**config.mk**
```make
export PLATFORM = sky130hd
export DESIGN_NAME = refwd_top
export DESIGN_NICKNAME = d
export VERILOG_FILES = /design/src/rtl/refwd_pkg.sv /design/src/rtl/refwd_sync.sv /design/src/rtl/refwd_phase.sv /design/src/rtl/refwd_judge.sv /design/src/rtl/refwd_latch.sv /design/src/rtl/refwd_top.sv
export SDC_FILE = /design/constraint.sdc
export NUM_CORES = 1
export LEC_CHECK = 0
export BUFFER_PORTS_ARGS = -buffer_cell sky130_fd_sc_hd__buf_2
export CORE_ASPECT_RATIO = 1.2
export CORE_MARGIN = 3
export CORE_UTILIZATION = 50
export DETAILED_ROUTE_END_ITERATION = 8
export PLACE_DENSITY = 0.65
export SLEW_MARGIN = 0
export SYNTH_ARGS = -nofsm -noshare
export SYNTH_HDL_FRONTEND = slang
export SYNTH_SLANG_ARGS = --single-unit
```
**constraint.sdc**
```tcl
create_clock -name clk_i -period 6.8 [get_ports clk_i]
set_clock_uncertainty 0.05 [all_clocks]
set_input_delay 0.34 -clock clk_i [delete_from_list [all_inputs] [get_ports clk_i]]
set_output_delay 0.34 -clock clk_i [all_outputs]
set_load 0.05 [all_outputs]
```
**src/rtl/refwd_pkg.sv**
```systemverilog
package refwd_pkg;

    // Verdict passed from the duty judge to the failure latch.
    typedef enum logic [1:0] {
        EV_NONE = 2'd0,
        EV_GOOD = 2'd1,
        EV_BAD  = 2'd2
    } ev_kind_e;

    // Scale used for the percentage comparison.
    localparam int unsigned PCT_SCALE = 100;

endpackage

```
**src/rtl/refwd_sync.sv**
```systemverilog
module refwd_sync #(
    parameter int unsigned STAGES = 2
) (
    input  logic clk_i,
    input  logic rst_ni,
    input  logic async_i,
    output logic sync_o
);
    logic [STAGES-1:0] sh_d, sh_q;

    generate
        if (STAGES == 1) begin : g_one
            always_comb sh_d = async_i;
        end else begin : g_many
            always_comb sh_d = {sh_q[STAGES-2:0], async_i};
        end
    endgenerate

    always_ff @(posedge clk_i) begin
        if (!rst_ni) sh_q <= '0;
        else         sh_q <= sh_d;
    end

    assign sync_o = sh_q[STAGES-1];
endmodule

```
**src/rtl/refwd_phase.sv**
```systemverilog
module refwd_phase #(
    parameter int unsigned MAX_TICKS = 500,
    parameter int unsigned CW        = 9
) (
    input  logic          clk_i,
    input  logic          rst_ni,
    input  logic          lvl_i,
    output logic          per_end_o,
    output logic [CW-1:0] hi_o,
    output logic [CW-1:0] lo_o,
    output logic          stall_o
);
    localparam logic [CW-1:0] CAP = CW'(MAX_TICKS);

    typedef struct packed {
        logic          prev;
        logic          started;
        logic [CW-1:0] hi;
        logic [CW-1:0] lo;
        logic [CW-1:0] run;
    } st_t;

    st_t s_d, s_q;
    logic rise;

    always_comb begin
        s_d      = s_q;
        s_d.prev = lvl_i;
        rise     = lvl_i && !s_q.prev;
        if (rise) begin
            s_d.started = 1'b1;
            s_d.hi      = CW'(1);
            s_d.lo      = '0;
            s_d.run     = CW'(1);
        end else begin
            if (lvl_i) s_d.hi = (s_q.hi == CAP) ? CAP : s_q.hi + 1'b1;
            else       s_d.lo = (s_q.lo == CAP) ? CAP : s_q.lo + 1'b1;
            s_d.run = (s_q.run == CAP) ? CAP : s_q.run + 1'b1;
        end
    end

    always_ff @(posedge clk_i) begin
        if (!rst_ni) s_q <= '0;
        else         s_q <= s_d;
    end

    assign per_end_o = rise && s_q.started;
    assign hi_o      = s_q.hi;
    assign lo_o      = s_q.lo;
    assign stall_o   = (s_q.run == CAP);


    period_shape_chk: assert property (@(posedge clk_i) disable iff (!rst_ni)
        per_end_o |-> (hi_o != '0) && (lo_o != '0));


    stall_no_edge_chk: assert property (@(posedge clk_i) disable iff (!rst_ni)
        $rose(stall_o) |-> $stable(s_q.prev));
endmodule

```
**src/rtl/refwd_judge.sv**
```systemverilog
module refwd_judge
    import refwd_pkg::*;
#(
    parameter int unsigned CW      = 9,
    parameter int unsigned MIN_PCT = 45,
    parameter int unsigned MAX_PCT = 55
) (
    input  logic          clk_i,
    input  logic          rst_ni,
    input  logic          per_end_i,
    input  logic [CW-1:0] hi_i,
    input  logic [CW-1:0] lo_i,
    output ev_kind_e      ev_o
);
    localparam int unsigned PW = CW + 8;

    typedef struct packed {
        ev_kind_e ev;
    } st_t;

    st_t s_d, s_q;
    logic [PW-1:0] tot, lhs, lim_lo, lim_hi;
    logic          in_band;

    always_comb begin
        tot     = PW'(hi_i) + PW'(lo_i);
        lhs     = PW'(hi_i) * PW'(PCT_SCALE);
        lim_lo  = tot * PW'(MIN_PCT);
        lim_hi  = tot * PW'(MAX_PCT);
        in_band = (lhs >= lim_lo) && (lhs <= lim_hi);
        s_d.ev  = EV_NONE;
        if (per_end_i) s_d.ev = in_band ? EV_GOOD : EV_BAD;
    end

    always_ff @(posedge clk_i) begin
        if (!rst_ni) s_q <= '{ev: EV_NONE};
        else         s_q <= s_d;
    end

    assign ev_o = s_q.ev;


    verdict_per_period_chk: assert property (@(posedge clk_i) disable iff (!rst_ni)
        per_end_i |=> (ev_o != EV_NONE));


    no_spurious_verdict_chk: assert property (@(posedge clk_i) disable iff (!rst_ni)
        !per_end_i |=> (ev_o == EV_NONE));
endmodule

```
**src/rtl/refwd_latch.sv**
```systemverilog
module refwd_latch
    import refwd_pkg::*;
#(
    parameter int unsigned GOOD_PERIODS = 2
) (
    input  logic     clk_i,
    input  logic     rst_ni,
    input  ev_kind_e ev_i,
    input  logic     stall_i,
    output logic     fail_o
);
    localparam int unsigned GW = $clog2(GOOD_PERIODS + 1);

    typedef struct packed {
        logic          fail;
        logic [GW-1:0] cnt;
    } st_t;

    st_t s_d, s_q;

    always_comb begin
        s_d = s_q;
        if (stall_i) begin
            s_d.fail = 1'b1;
            s_d.cnt  = '0;
        end else if (ev_i == EV_BAD) begin
            s_d.fail = 1'b1;
            s_d.cnt  = '0;
        end else if (ev_i == EV_GOOD && s_q.fail) begin
            if (32'(s_q.cnt) + 1 >= GOOD_PERIODS) begin
                s_d.fail = 1'b0;
                s_d.cnt  = '0;
            end else begin
                s_d.cnt = s_q.cnt + 1'b1;
            end
        end
    end

    always_ff @(posedge clk_i) begin
        if (!rst_ni) s_q <= '{fail: 1'b1, cnt: '0};
        else         s_q <= s_d;
    end

    assign fail_o = s_q.fail;


    stall_sets_fail_chk: assert property (@(posedge clk_i) disable iff (!rst_ni)
        stall_i |=> fail_o);


    bad_sets_fail_chk: assert property (@(posedge clk_i) disable iff (!rst_ni)
        (ev_i == EV_BAD) |=> fail_o);


    clear_after_good_chk: assert property (@(posedge clk_i) disable iff (!rst_ni)
        $fell(fail_o) |-> $past(ev_i == EV_GOOD));


    good_keeps_clear_chk: assert property (@(posedge clk_i) disable iff (!rst_ni)
        (!fail_o && ev_i != EV_BAD && !stall_i) |=> !fail_o);
endmodule

```
**src/rtl/refwd_top.sv**
```systemverilog
module refwd_top
    import refwd_pkg::*;
#(
    parameter int unsigned MAX_PERIOD_TICKS = 500,
    parameter int unsigned DUTY_MIN_PCT     = 45,
    parameter int unsigned DUTY_MAX_PCT     = 55,
    parameter int unsigned GOOD_PERIODS     = 2,
    parameter int unsigned SYNC_STAGES      = 2
) (
    input  logic clk_i,
    input  logic rst_ni,
    input  logic mon_clk_i,
    output logic fail_o
);
    localparam int unsigned CW = $clog2(MAX_PERIOD_TICKS + 1);

    logic          lvl;
    logic          per_end;
    logic [CW-1:0] hi_cnt, lo_cnt;
    logic          stall;
    ev_kind_e      ev;

    refwd_sync #(.STAGES(SYNC_STAGES)) u_sync (
        .clk_i  (clk_i),
        .rst_ni (rst_ni),
        .async_i(mon_clk_i),
        .sync_o (lvl)
    );

    refwd_phase #(.MAX_TICKS(MAX_PERIOD_TICKS), .CW(CW)) u_phase (
        .clk_i    (clk_i),
        .rst_ni   (rst_ni),
        .lvl_i    (lvl),
        .per_end_o(per_end),
        .hi_o     (hi_cnt),
        .lo_o     (lo_cnt),
        .stall_o  (stall)
    );

    refwd_judge #(.CW(CW), .MIN_PCT(DUTY_MIN_PCT), .MAX_PCT(DUTY_MAX_PCT)) u_judge (
        .clk_i    (clk_i),
        .rst_ni   (rst_ni),
        .per_end_i(per_end),
        .hi_i     (hi_cnt),
        .lo_i     (lo_cnt),
        .ev_o     (ev)
    );

    refwd_latch #(.GOOD_PERIODS(GOOD_PERIODS)) u_latch (
        .clk_i  (clk_i),
        .rst_ni (rst_ni),
        .ev_i   (ev),
        .stall_i(stall),
        .fail_o (fail_o)
    );
endmodule

```
==> impl_metrics.json <==
{
  "outcome": "finished clean",
  "grt.overflow.total": 0,
  "async_flop_share_pct": 0,
  "whs_path_depth": 2,
  "num_io_pins": 4,
  "rows": 42,
  "cts_tree": "yes",
  "clock-sinks": 36,
  "syn-instance-count": 688,
  "arrival_ps": 6630,
  "yosys_warnings": 0,
  "leakage_nw": 3.46,
  "routed_wl_mm": 13.0,
  "nets": 884,
  "worstHoldPathType": "in2reg",
  "synth_fp_nets": 868,
  "core_area_sq_um": 11300,
  "r2r-end": "u_judge.ev_o[0]",
  "drive_gt1_share_pct": 5.68,
  "max_freq_mhz": 155,
  "setup_violations": 0,
  "power_density_nw_per_um2": 97.6,
  "hold_start": "mon_clk_i",
  "pre_cts_ws_ps": 312,
  "die_h_um": 125,
  "drtPass1Iterations": 4,
  "finalHoldViolCount": 0,
  "viasPerCell": 5.44,
  "numCtsBuffers": 5,
  "ys_ff_latch": 36,
  "relSlewSlack_pct": 45.2,
  "wl_per_cell_um": 15.2,
  "grt_max_degree": 21,
  "postLayoutCoreUtil_pct": 56.2,
  "gp_congestion": 0.867,
  "final_common_cell": "ha_1",
  "grt_pass1_vias": 4892,
  "startpoint_type": "flip-flop",
  "dr_total_vias": 4665,
  "finalMaxSlewViolations": 0,
  "timing.rr.start": "u_phase.hi_o[3]",
  "grt_util_all_layers_pct": 20.6,
  "timing.final.crit_share_pct": 95.0,
  "grt_pass1_wl_mm": 22.5,
  "maxCapViolCount": 0,
  "syn_to_final_growth_pct": 7.50,
  "start_util_pct": 52.2,
  "cp.required_ps": 6970,
  "synth_area_per_cell_sq_um": 8.58,
  "min_period_ps": 6460,
  "dp_cells": 850,
  "ant_nets": 0,
  "cp-end-kind": "flip-flop",
  "final_cell_mix": "139 x ha_1, 127 x inv_1, 50 x a21oi_1, 38 x fa_1, 37 x nor2_1",
  "rrSetupSlack_ps": 340,
  "setup_tns_ps": 0,
  "port_buffers": 3,
  "htree_levels": 2,
  "drt_iter0_markers": 189,
  "worst_slack_ps": 337,
  "synth_ff_type": "dfxtp_1",
  "total_power_mw": 0.619,
  "synth_area_sq_um": 5900,
  "path_clk_slew_ps": 50,
  "final_cells": 858,
  "antenna_found_initial": 0,
  "synth_cell_types": 53,
  "path_class": "reg2reg",
  "synth_seq_area_share_pct": 12.2,
  "cts_buffer_depth": 2,
  "drcViolationCount": 0,
  "design.die.area_sq_um": 13100,
  "synth-edff-count": 0,
  "crit_fanout": 7,
  "clock_latency_ps": 280,
  "holdPathEnd": "u_sync.sh_q[0]",
  "vdd_drop_max_mv": 0.141,
  "reg2reg_depth": 24,
  "antenna_cells": 0,
  "root_buffer": "clkbuf_16",
  "dp_hpwl_mm": 11.4,
  "tightest_slew_ps": 822,
  "die_w_um": 105
}
[cells by family after synthesis]
kind of cell	Yosys count	share of synthesized area, %
AOI/OAI and AO/OA	131	14.4
muxes	2	0.339
DFF	36	12.2
adders and majority gates	177	42.4
xor gates and xnor gates	55	8.67
buffers and inverters	135	8.59
and+or+nand+nor	152	13.4
[per-layer routing]
layer | global-route usage (%) | up-vias | wire length [um]
met2 | 36.2 | 56 | 6540
li1 | - | 2367 | -
met1 | 25.5 | 2211 | 5680
met5 | 0 | - | 0
met4 | 8.96 | 0 | 513
met3 | 2.11 | 31 | 263
[per-stage QoR]
step,instance area (sq um),hold WS (ps)
floorplan,5900,362
global placement,6170,375
detailed placement,6170,387
CTS,6300,227
global route,6340,254
finish,6340,230
[worst max-delay path, cell delays in order, from the launching register on]
cell,delay (ps)
dfxtp_1,460
ha_1,340
a21oi_1,180
nor2b_1,90
or3_1,430
xnor2_4,260
inv_1,140
fa_1,490
fa_1,490
inv_1,50
fa_1,520
inv_1,40
ha_1,320
o21a_1,220
o21a_1,170
o21ai_1,280
o21a_1,200
o21ai_1,80
xnor2_1,140
ha_1,330
a21o_1,160
a2111oi_1,440
nand3_1,170
nand4_1,160
and3b_1,160
[timing repair]
action | CTS | global route
hold buffers | 0 | 0
setup endpoints to repair | 0 | 2
setup buffers | 0 | 1
resized for setup | 0 | 8
[area by class of cell]
class / instances / area (sq um)
inverters: 129 / 484
repair buffers: 15 / 105
multi-input cells: 517 / 4710
well taps: 154 / 193
clock buffers: 6 / 129
clock inverters: 1 / 5.00
flip-flops and latches: 36 / 722
fillers: 1047 / 4950
[state kept, by name, summed over array words and instances (netlist names)]
register / cells
u_judge.ev_o: 2
u_latch.fail_o: 1
u_latch.s_q: 2
u_phase.hi_o: 9
u_phase.lo_o: 9
u_phase.s_q: 11
u_sync.sh_q: 2
[Yosys cell counts (all sizes together) (4+ instances only)]
cell	count	share of area [%]
a211oi	4	0.51
a21o	12	1.5
a21oi	51	4.3
and2	4	0.42
and3	9	0.95
clkbuf	6	0.38
dfxtp	36	12
fa	38	13
ha	139	29
inv	129	8.2
nand2	25	1.7
nand2b	8	0.85
nand3	19	1.6
nand4	10	1.1
nor2	37	2.4
nor2b	12	1.4
nor3	7	0.59
o21a	8	1.0
o21ai	27	2.4
o21bai	6	0.76
or3	11	1.2
xnor2	30	5.0
xor2	25	3.7
[worst max path at each step]
stage                         start              end  slack (ps)  cells past startpoint
floorplan           u_phase.hi_o[0]  u_judge.ev_o[0]         540                     28
global placement    u_phase.lo_o[4]  u_judge.ev_o[0]         390                     28
detailed placement  u_phase.hi_o[1]  u_judge.ev_o[0]         310                     25
CTS                 u_phase.hi_o[1]  u_judge.ev_o[0]         290                     25
global route        u_phase.hi_o[3]  u_judge.ev_o[0]         -40                     26
finish              u_phase.hi_o[3]  u_judge.ev_o[0]         340                     24
[power by group]
part           internal [mW]  switching (mW)  total [mW]  leakage [nW]
Sequential             0.216         0.00536       0.221         0.292
Clock                  0.133          0.0820       0.215        0.0667
Combinational         0.0716           0.111       0.183          3.10
(Power assumes the default switching activity.)
